### config.mk
export PLATFORM = sky130hd
export DESIGN_NAME = sdcmd_engine
export DESIGN_NICKNAME = d
export VERILOG_FILES = /design/src/rtl/sdcmd_pkg.sv /design/src/rtl/sdcmd_regs.sv /design/src/rtl/sdcmd_resp.sv /design/src/rtl/sdcmd_seq.sv /design/src/rtl/sdcmd_engine.sv
export SDC_FILE = /design/constraint.sdc
export NUM_CORES = 1
export LEC_CHECK = 0
export ABC_AREA = 1
export CAP_MARGIN = 10
export CORE_ASPECT_RATIO = 2
export CORE_UTILIZATION = 67
export CTS_BUF_LIST = sky130_fd_sc_hd__clkbuf_4 sky130_fd_sc_hd__clkbuf_8
export CTS_CLUSTER_SIZE = 30
export DETAILED_ROUTE_END_ITERATION = 8
export PLACE_DENSITY = 0.92
export SLEW_MARGIN = 20
export SYNTH_ARGS = -nofsm -noshare
export SYNTH_HDL_FRONTEND = slang
export SYNTH_SLANG_ARGS = --single-unit
### constraint.sdc
create_clock -name clk -period 4.6 [get_ports clk]
set_clock_uncertainty 0.05 [all_clocks]
set_input_delay 0.92 -clock clk [delete_from_list [all_inputs] [get_ports clk]]
set_output_delay 0.92 -clock clk [all_outputs]
set_load 0.02 [all_outputs]
### src/rtl/sdcmd_pkg.sv
package sdcmd_pkg;

  typedef enum logic [2:0] {
    ST_IDLE, ST_WAKE, ST_SEND, ST_TURN, ST_WAIT, ST_RECV
  } seq_st_t;

  localparam logic [3:0] REG_CTRL  = 4'd0;
  localparam logic [3:0] REG_STAT  = 4'd1;
  localparam logic [3:0] REG_IDX   = 4'd2;
  localparam logic [3:0] REG_ARG   = 4'd3;
  localparam logic [3:0] REG_SETUP = 4'd4;
  localparam logic [3:0] REG_RTO   = 4'd5;
  localparam logic [3:0] REG_MASK  = 4'd6;
  localparam logic [3:0] REG_FLAGS = 4'd7;
  localparam logic [3:0] REG_RESP  = 4'd8;

  localparam int FLAG_DONE_BIT = 2;
  localparam int FLAG_TOUT_BIT = 9;
  localparam int START_BIT     = 2;

  // one serial step of CRC7, polynomial x^7 + x^3 + 1
  function automatic logic [6:0] crc7_step(input logic [6:0] c, input logic b);
    logic fb;
    fb = b ^ c[6];
    return {c[5:0], 1'b0} ^ (fb ? 7'h09 : 7'h00);
  endfunction

  function automatic logic [6:0] crc7_of40(input logic [39:0] v);
    logic [6:0] c;
    c = '0;
    for (int i = 39; i >= 0; i--) c = crc7_step(c, v[i]);
    return c;
  endfunction

endpackage

### src/rtl/sdcmd_regs.sv
module sdcmd_regs
  import sdcmd_pkg::*;
#(
  parameter int ADDR_W = 4,
  parameter int RTO_W  = 16,
  parameter int WORD_W = 16
) (
  input  logic              clk,
  input  logic              rst,
  input  logic              wr_en,
  input  logic [ADDR_W-1:0] wr_addr,
  input  logic [31:0]       wr_data,
  input  logic              rd_en,
  input  logic [ADDR_W-1:0] rd_addr,
  output logic [31:0]       rd_data,
  output logic              start_p,
  output logic [5:0]        idx,
  output logic [31:0]       arg,
  output logic [10:0]       setup,
  output logic [RTO_W-1:0]  rto,
  output logic              irq,
  output logic              resp_pop,
  input  logic [WORD_W-1:0] resp_word,
  input  logic              busy,
  input  logic              crc_err,
  input  logic              done_p,
  input  logic              tout_p
);

  // index 0 = done (bit 2), index 1 = timeout (bit 9)
  logic [1:0] flag_q, mask_q, clr;

  always_comb begin
    clr = 2'b00;
    if (wr_en && wr_addr == ADDR_W'(REG_FLAGS))
      clr = {wr_data[FLAG_TOUT_BIT], wr_data[FLAG_DONE_BIT]};
  end

  assign resp_pop = rd_en && rd_addr == ADDR_W'(REG_RESP);

  always_ff @(posedge clk) begin
    if (rst) begin
      start_p <= 1'b0;
      idx     <= '0;
      arg     <= '0;
      setup   <= '0;
      rto     <= '1;
      mask_q  <= 2'b11;
      flag_q  <= 2'b00;
      irq     <= 1'b0;
      rd_data <= '0;
    end else begin
      start_p <= wr_en && wr_addr == ADDR_W'(REG_CTRL) && wr_data[START_BIT];
      if (wr_en) begin
        case (wr_addr)
          ADDR_W'(REG_IDX):   idx   <= wr_data[5:0];
          ADDR_W'(REG_ARG):   arg   <= wr_data;
          ADDR_W'(REG_SETUP): setup <= wr_data[10:0];
          ADDR_W'(REG_RTO):   rto   <= wr_data[RTO_W-1:0];
          ADDR_W'(REG_MASK):  mask_q <= {wr_data[FLAG_TOUT_BIT], wr_data[FLAG_DONE_BIT]};
          default: ;
        endcase
      end
      flag_q <= (flag_q & ~clr) | {tout_p, done_p};
      irq    <= |(flag_q & ~mask_q);
      if (rd_en) begin
        rd_data <= '0;
        case (rd_addr)
          ADDR_W'(REG_STAT):  rd_data <= {26'd0, crc_err, 4'd0, busy};
          ADDR_W'(REG_IDX):   rd_data <= {26'd0, idx};
          ADDR_W'(REG_ARG):   rd_data <= arg;
          ADDR_W'(REG_SETUP): rd_data <= {21'd0, setup};
          ADDR_W'(REG_RTO):   rd_data <= 32'(rto);
          ADDR_W'(REG_MASK):  rd_data <= {22'd0, mask_q[1], 6'd0, mask_q[0], 2'd0};
          ADDR_W'(REG_FLAGS): rd_data <= {22'd0, flag_q[1], 6'd0, flag_q[0], 2'd0};
          ADDR_W'(REG_RESP):  rd_data <= 32'(resp_word);
          default: ;
        endcase
      end
    end
  end

  assert_w1c_clears_R8: assert property (@(posedge clk) disable iff (rst)
    (wr_en && wr_addr == ADDR_W'(REG_FLAGS) && wr_data[FLAG_DONE_BIT] && !done_p) |=> !flag_q[0]);

  assert_irq_needs_unmasked_flag_R9: assert property (@(posedge clk) disable iff (rst)
    irq |-> $past(|(flag_q & ~mask_q)));

endmodule

### src/rtl/sdcmd_resp.sv
module sdcmd_resp #(
  parameter int WORD_W = 16,
  parameter int LONG   = 136,
  parameter int SHORT  = 48
) (
  input  logic              clk,
  input  logic              rst,
  input  logic              load,
  input  logic              is_long,
  input  logic [LONG-1:0]   raw,
  input  logic              pop,
  output logic [WORD_W-1:0] word
);

  localparam int NWORDS = (LONG + WORD_W - 1) / WORD_W;
  localparam int BUF_W  = NWORDS * WORD_W;

  logic [BUF_W-1:0] buf_q;

  always_ff @(posedge clk) begin
    if (rst)
      buf_q <= '0;
    else if (load)
      buf_q <= is_long ? (BUF_W'(raw) << (BUF_W - LONG))
                       : (BUF_W'(raw[SHORT-1:0]) << (BUF_W - SHORT));
    else if (pop)
      buf_q <= buf_q << WORD_W;
  end

  assign word = buf_q[BUF_W-1 -: WORD_W];

endmodule

### src/rtl/sdcmd_seq.sv
module sdcmd_seq
  import sdcmd_pkg::*;
#(
  parameter int INIT_CYC = 80,
  parameter int RTO_W    = 16,
  parameter int LONG     = 136,
  parameter int SHORT    = 48
) (
  input  logic             clk,
  input  logic             rst,
  input  logic             tick,
  input  logic             start,
  input  logic [5:0]       idx,
  input  logic [31:0]      arg,
  input  logic [2:0]       fmt_in,
  input  logic             init_in,
  input  logic [RTO_W-1:0] rto,
  input  logic             cmd_i,
  output logic             cmd_o,
  output logic             cmd_oe,
  output logic             busy,
  output logic             crc_err,
  output logic             done_p,
  output logic             tout_p,
  output logic             resp_load,
  output logic             resp_long,
  output logic [LONG-1:0]  resp_raw
);

  localparam int CNT_W = $clog2(LONG + INIT_CYC);

  seq_st_t          st;
  logic [CNT_W-1:0] cnt;
  logic [47:0]      txsh;
  logic [LONG-1:0]  rxsh, rx_nx;
  logic [6:0]       crc;
  logic [RTO_W-1:0] tcnt;
  logic [2:0]       fmt;
  logic [CNT_W-1:0] rx_last, crc_lo, crc_end;

  assign rx_nx   = {rxsh[LONG-2:0], cmd_i};
  assign rx_last = (fmt == 3'd2) ? CNT_W'(LONG - 1) : CNT_W'(SHORT - 1);
  assign crc_lo  = (fmt == 3'd2) ? CNT_W'(8) : CNT_W'(0);
  assign crc_end = rx_last - CNT_W'(7);

  assign cmd_o     = (st == ST_SEND) ? txsh[47] : 1'b1;
  assign cmd_oe    = (st == ST_SEND) || (st == ST_WAKE);
  assign busy      = (st != ST_IDLE);
  assign resp_long = (fmt == 3'd2);
  assign resp_raw  = rxsh;

  always_ff @(posedge clk) begin
    if (rst) begin
      st <= ST_IDLE; cnt <= '0; txsh <= '1; rxsh <= '0; crc <= '0;
      tcnt <= '0; fmt <= '0; crc_err <= 1'b0;
      done_p <= 1'b0; tout_p <= 1'b0; resp_load <= 1'b0;
    end else begin
      done_p <= 1'b0; tout_p <= 1'b0; resp_load <= 1'b0;
      case (st)
        ST_IDLE: if (start) begin
          fmt     <= fmt_in;
          txsh    <= {2'b01, idx, arg, crc7_of40({2'b01, idx, arg}), 1'b1};
          cnt     <= '0;
          crc_err <= 1'b0;
          st      <= init_in ? ST_WAKE : ST_SEND;
        end
        ST_WAKE: if (tick) begin
          cnt <= cnt + 1'b1;
          if (cnt == CNT_W'(INIT_CYC - 1)) begin cnt <= '0; st <= ST_SEND; end
        end
        ST_SEND: if (tick) begin
          txsh <= {txsh[46:0], 1'b1};
          cnt  <= cnt + 1'b1;
          if (cnt == CNT_W'(47)) begin
            cnt <= '0;
            if (fmt == 3'd0) begin done_p <= 1'b1; st <= ST_IDLE; end
            else st <= ST_TURN;
          end
        end
        ST_TURN: if (tick) begin
          cnt <= cnt + 1'b1;
          if (cnt == CNT_W'(1)) begin tcnt <= '0; st <= ST_WAIT; end
        end
        ST_WAIT: if (tick) begin
          if (!cmd_i) begin
            rxsh <= rx_nx; crc <= '0; cnt <= CNT_W'(1); st <= ST_RECV;
          end else if (tcnt == rto - RTO_W'(1)) begin
            tout_p <= 1'b1; st <= ST_IDLE;
          end else tcnt <= tcnt + 1'b1;
        end
        ST_RECV: if (tick) begin
          rxsh <= rx_nx;
          cnt  <= cnt + 1'b1;
          if (cnt >= crc_lo && cnt < crc_end) crc <= crc7_step(crc, cmd_i);
          if (cnt == rx_last) begin
            done_p    <= 1'b1;
            resp_load <= 1'b1;
            crc_err   <= (fmt != 3'd3) && (rx_nx[7:1] != crc);
            st        <= ST_IDLE;
          end
        end
        default: st <= ST_IDLE;
      endcase
    end
  end

  assert_start_ignored_busy_R3: assert property (@(posedge clk) disable iff (rst)
    (st != ST_IDLE && start && !tick) |=> $stable(st));

  assert_one_outcome_R5: assert property (@(posedge clk) disable iff (rst)
    !(done_p && tout_p));

  assert_tout_only_waiting_R5: assert property (@(posedge clk) disable iff (rst)
    tout_p |-> $past(st) == ST_WAIT);

  assert_release_after_frame_R1: assert property (@(posedge clk) disable iff (rst)
    $fell(cmd_oe) |-> $past(st) == ST_SEND);

endmodule

### src/rtl/sdcmd_engine.sv
module sdcmd_engine
  import sdcmd_pkg::*;
#(
  parameter int ADDR_W   = 4,
  parameter int RTO_W    = 16,
  parameter int WORD_W   = 16,
  parameter int INIT_CYC = 80,
  parameter int LONG     = 136,
  parameter int SHORT    = 48
) (
  input  logic              clk,
  input  logic              rst,
  input  logic              cclk_en,
  input  logic              wr_en,
  input  logic [ADDR_W-1:0] wr_addr,
  input  logic [31:0]       wr_data,
  input  logic              rd_en,
  input  logic [ADDR_W-1:0] rd_addr,
  output logic [31:0]       rd_data,
  input  logic              cmd_i,
  output logic              cmd_o,
  output logic              cmd_oe,
  output logic              irq
);

  logic              start_p, resp_pop, busy, crc_err, done_p, tout_p;
  logic              resp_load, resp_long;
  logic [5:0]        idx;
  logic [31:0]       arg;
  logic [10:0]       setup;
  logic [RTO_W-1:0]  rto;
  logic [WORD_W-1:0] resp_word;
  logic [LONG-1:0]   resp_raw;

  sdcmd_regs #(.ADDR_W(ADDR_W), .RTO_W(RTO_W), .WORD_W(WORD_W)) u_regs (
    .clk(clk), .rst(rst), .wr_en(wr_en), .wr_addr(wr_addr), .wr_data(wr_data),
    .rd_en(rd_en), .rd_addr(rd_addr), .rd_data(rd_data), .start_p(start_p),
    .idx(idx), .arg(arg), .setup(setup), .rto(rto), .irq(irq),
    .resp_pop(resp_pop), .resp_word(resp_word), .busy(busy), .crc_err(crc_err),
    .done_p(done_p), .tout_p(tout_p)
  );

  sdcmd_seq #(.INIT_CYC(INIT_CYC), .RTO_W(RTO_W), .LONG(LONG), .SHORT(SHORT)) u_seq (
    .clk(clk), .rst(rst), .tick(cclk_en), .start(start_p), .idx(idx), .arg(arg),
    .fmt_in(setup[2:0]), .init_in(setup[7]), .rto(rto), .cmd_i(cmd_i),
    .cmd_o(cmd_o), .cmd_oe(cmd_oe), .busy(busy), .crc_err(crc_err),
    .done_p(done_p), .tout_p(tout_p), .resp_load(resp_load),
    .resp_long(resp_long), .resp_raw(resp_raw)
  );

  sdcmd_resp #(.WORD_W(WORD_W), .LONG(LONG), .SHORT(SHORT)) u_resp (
    .clk(clk), .rst(rst), .load(resp_load), .is_long(resp_long), .raw(resp_raw),
    .pop(resp_pop), .word(resp_word)
  );

endmodule

### Word level (Yosys, flattened, before mapping)

Index checks and enable logic that the tools add are counted.

| word-level totals | value |
|---|---|
| input port bits | 46 |
| word-level logic and storage cells | 290 |
| output and inout port bits | 35 |
| bits in registers | 472 |

| operators by class | value |
|---|---|
| add/subtract/negate cells | 4 |
| magnitude comparators | 2 |
| multiplexer cells | 100 |
| bitwise logic cells | 86 |
| reductions and logical operators | 34 |
| eq/ne operators | 43 |

Operators by type and width:

| cell | count |
|---|---|
| $mux W144 | 3 |
| $mux W136 | 3 |
| $pmux W136 S2 | 1 |
| $xor A7 B7 Y7 | 38 |
| $pmux W32 S8 | 1 |
| $mux W4 | 40 |
| $mux W48 | 2 |
| $pmux W48 S2 | 1 |
| $mux W16 | 5 |
| $mux W8 | 9 |
| $pmux W8 S5 | 1 |
| $xor A1 B1 Y1 | 37 |
| $mux W3 | 12 |
| $eq A4 B3 Y1 const B | 8 |
| $pmux W16 S2 | 1 |
| $mux W7 | 4 |
| $ne A2 B2 Y1 const B | 11 |
| $pmux W3 S6 | 1 |
| $add A16 B1 Y16 const B | 1 |
| $eq A16 B16 Y1 | 1 |
| $eq A4 B2 Y1 const B | 4 |
| $sub A16 B1 Y16 const B | 1 |
| $pmux W7 S2 | 1 |
| $reduce_and A2 Y1 | 6 |
| 39 further kinds | 77 |

### Longest topological paths before layout

| logic depth | value |
|---|---|
| word-level depth | 113 |
| depth in mapped cells | 26 |

### Modules after synthesis

A second synthesis with hierarchy kept.

| second synthesis, totals | value |
|---|---|
| cell total of the unflattened synthesis | 3470 |
| area, all modules | 22694.3 um^2 |

Modules (own cells, without submodules):

| module | instances | cells an instance | area each (um^2) |
|---|---|---|---|
| sdcmd_seq | 1 | 1633 | 11020.6 |
| sdcmd_resp | 1 | 1240 | 7350.8 |
| sdcmd_regs | 1 | 597 | 4322.9 |

### Worst setup path after synthesis

OpenSTA, ideal clock, no wires.

| timing path | value |
|---|---|
| path kind | input-to-reg |
| start point | in rd_addr[1] |
| end point | reg u_resp.buf_q[71] |
| setup slack | 2.030 ns |
| library setup time | 0.142 ns |
| cell stages on the path | 8 |
| data arrival time | 2.378 ns |
| cells stage by stage | nor2_1 > inv_1 > nor3_2 > nand2_1 > nand2_1 > clkbuf_1 > clkbuf_1 > a311oi_1 |

| between the ends | value |
|---|---|
| longest elaborated chain between the ends | 3 |

RTL lines:

| item | RTL line | text |
|---|---|---|
| start: declaration | sdcmd_engine.sv:18 | `input logic [ADDR_W-1:0] rd_addr,` |
| $eq A4 B4 Y1 | sdcmd_regs.sv:39 | `assign resp_pop = rd_en && rd_addr == ADDR_W'(REG_RESP);` |
| $logic_and A1 B1 Y1 | sdcmd_regs.sv:39 |  |
| $reduce_bool A2 Y1 (no line) | n/a |  |
| end signal: assignment | sdcmd_resp.sv:24 | `buf_q <= is_long ? (BUF_W'(raw) << (BUF_W - LONG))` |
| end signal: assignment | sdcmd_resp.sv:27 | `buf_q <= buf_q << WORD_W;` |
| end: declaration | sdcmd_resp.sv:18 | `logic [BUF_W-1:0] buf_q;` |

No other way between the ends.
A chain may end at the register's enable or synchronous reset.

### Worst setup path after layout

| timing path | value |
|---|---|
| start point | reg u_seq.st[1] |
| end point | out cmd_o |

| between the ends | value |
|---|---|
| longest elaborated chain between the ends | 2 |

RTL lines:

| item | RTL line | text |
|---|---|---|
| start: declaration | sdcmd_seq.sv:32 | `seq_st_t st;` |
| start signal: assignment | sdcmd_seq.sv:65 | `st <= init_in ? ST_WAKE : ST_SEND;` |
| $eq A3 B2 Y1 | sdcmd_seq.sv:46 | `assign cmd_o = (st == ST_SEND) ? txsh[47] : 1'b1;` |
| $mux W1 | sdcmd_seq.sv:46 |  |
| end: declaration | sdcmd_engine.sv:21 | `output logic cmd_o,` |

No other way between the ends.

==> flow_metrics.py <==
metrics = {
    "cells_and_area": {
        "fillers": 2348,
        "final_common_cell": "nand2_1",
        "final_cell_mix": "622 x nand2_1, 463 x dfxtp_1, 384 x nor2_1, 380 x o21ai_0, 251 x a21oi_1",
        "seq_area_um2": 9269,
        "multi_input_area_um2": 10430,
        "nNetsFinal": 2972,
        "drive_above_1_share_pct": 8.162,
        "syn_to_final_growth_pct": 10.78,
    },
    "sta": {
        "fin_tns_setup_ns": 0,
        "fin_crit_sh_pct": 82.98,
        "fin_crit_ns": 3.817,
        "worst-slew-pin-transition_ns": 1.113,
        "setup_viol": 0,
        "setup_slack_ns": 0.7829,
        "timing.fmax_ghz": 0.2620,
        "rsz0062_at_grt": "false",
        "hold_violations": 0,
        "slew_viol_final": 0,
        "max-slew-margin-rel_pct": 25.70,
    },
    "synth": {
        "yosys-top-cells-area": "dfxtp_1 44%, nand2_1 11%, o21ai_0 9.0%, nor2_1 6.9%, a21oi_1 6.0%",
        "ys.flop_type": "dfxtp_1",
        "synthArstFlopShare_pct": 0,
        "synth_adder_area_share_pct": 0.4762,
        "ys_types": 55,
        "postSynthCellCount": 2938,
        "synth_compound_area_share_pct": 20.17,
        "synthDominantCellAreaShare_pct": 44.10,
        "netlist_area_um2": 21020,
        "syn_area_per_cell_um2": 7.154,
        "synth-seq-cells": 463,
        "synthMuxAreaShare_pct": 0,
        "synth-xor-area-share_pct": 2.441,
        "synth_nets": 2992,
        "synthSimpleGateAreaFrac_pct": 26.36,
        "synth_warnings": 0,
        "yosysTopAreaCell": "dfxtp_1",
        "ys_seq_area_share_pct": 44.10,
        "synth_top_family_by_area": "simple AND/OR/NAND/NOR gates",
        "synth_edf_count": 0,
    },
    "clock_network": {
        "htree_num_levels": 2,
        "cts_tree": "built",
        "post_cts_resize_count": 0,
        "clk_latency_ns": 0.67,
        "clock_path_buffers": 3,
        "cts_root_buffer": "clkbuf_8",
        "ctsHoldBuffers": 0,
        "numCtsBuffers": 60,
        "path_clk_slew_ns": 0.07,
        "cts.sinks": 463,
        "post_cts_buffers": 0,
    },
    "critical_path": {
        "path_max_fanout": 44,
        "path_class": "reg2out",
        "critPathRequiredTime_ns": 3.63,
        "rrSetupSlack_ns": 1.03,
        "critPathCaptureType": "output pin",
        "cp.arrival_ns": 2.85,
        "startpoint_type": "flop",
        "worstRegToRegCells": 10,
        "reg2reg_to": "u_seq.resp_raw[10]",
        "reg2reg_from": "u_seq.st[2]",
    },
    "min_path": {
        "min_path_cells": 2,
        "min_path_type": "reg2reg",
        "min-delay-start": "u_resp.buf_q[13]",
        "holdPathEnd": "u_resp.buf_q[13]",
    },
    "grt": {
        "gr-total-overflow": 0,
        "grt_max_degree": 187,
        "grt_use_total_pct": 44.04,
        "antenna_found_initial": 6,
        "grt_first_pass_wirelength_um": 108100,
        "grt_pass1_vias": 20010,
    },
    "die": {
        "die-area_um2": 32130,
        "rows": 91,
        "pin_count": 81,
        "die_x_um": 127.2,
        "core-area_um2": 30860,
        "initial_utilization_pct": 68.12,
        "die_h_um": 252.5,
    },
    "detailed_routing": {
        "routed_wl_um": 70560,
        "drc": 0,
        "drt_first_pass_iters": 8,
        "wl_per_cell_um": 20.84,
        "drt_iter0_drc": 2051,
        "avgViaCountPerCell": 6.173,
        "ant_nets": 0,
        "vias": 20900,
    },
    "placed_design": {
        "io_buffers": 80,
        "dp_slack_ns": 0.8463,
        "dpl.hpwl_um": 48050,
        "gp_congestion": 1.052,
    },
    "pwr": {
        "p_leak_nw": 9.587,
        "p_per_area_nw_per_um2": 426.2,
        "peakVddDrop_mv": 0.3821,
    },
    "outcome": {
        "status": "complete, no violations",
    },
    "run": {
        "drv_cap": 0,
    },
}
[power by group]
group | switching (W) | leakage (nW) | internal [W]
combinational | 0.00117 | 5.08 | 0.000556
clock | 0.00159 | 0.751 | 0.00195
sequential | 0.000293 | 3.75 | 0.00437
[flip-flops by register name, indices dropped and copies added, names as in the netlist, 11 cells and up]
signal          count
u_seq.tcnt         16
u_regs.rd_data     32
u_resp.buf_q      136
u_seq.resp_raw    136
u_regs.arg         32
u_seq.txsh         47
u_regs.setup       11
u_regs.rto         16
[cell type report]
class,count,share of cell area (%)
tap,418,2.246
multi-input combinational,2129,44.78
clock buffer,92,5.142
inverter,157,2.563
clock inverter,17,0.9672
timing repair buffer,107,4.460
antenna,3,0.03224
sequential,463,39.81
[critical path: stages, from the launching register on]
cell	delay, ns
dfxtp_1	0.43
inv_1	0.14
nor3_4	0.12
buf_4	0.22
inv_2	0.31
or2_2	0.39
clkdlybuf4s50_1	0.54
[cells by family after synthesis]
group	after synthesis
xor+xnor	56
buf+inv	346
simple gates	1298
flops	463
fa+ha+maj	8
compound gates	767
[worst max path at each step]
stage	endpoint	from	cells after the start
final	cmd_o	u_seq.st[1]	6
after floorplan	u_resp.buf_q[71]	rd_addr[1]	8
after global placement	u_resp.buf_q[39]	rd_addr[1]	11
after detailed placement	u_resp.buf_q[71]	rd_addr[1]	11
after global routing	cmd_o	u_seq.st[1]	6
after CTS	cmd_o	u_seq.st[1]	6
[per-layer routing]
layer  up-vias  wire [um]  track usage [%]
met3       392       5263            10.27
met1      9712      22150            41.18
met5         -         26                0
met2      1030      34430            75.81
li1       9763          -                -
met4         4       8689            46.02
[per-stage QoR]
stage	cells	instance area (um^2)	hold slack (ns)	power [W]	util, %
after detailed placement	3274	21850	0.4033	0.006405	70.83
after CTS	3383	23280	0.4137	0.009879	75.44
after floorplan	2938	21020	0.3653	0.005908	-
after global routing	3385	23280	0.4313	0.01031	75.46
after global placement	3274	21850	0.3888	0.006339	70.83
final	3386	23280	0.4142	0.009923	75.46
[cell usage after synthesis (all sizes together), types with 25 or more instances]
library cell,instances
nand3,151
inv,152
xor2,34
nor3,42
nand2,669
nor2,390
dfxtp,463
a311oi,25
a21oi,253
o211ai,50
clkbuf,168
o21ai,384
Power figures use the tool's default switching activity.
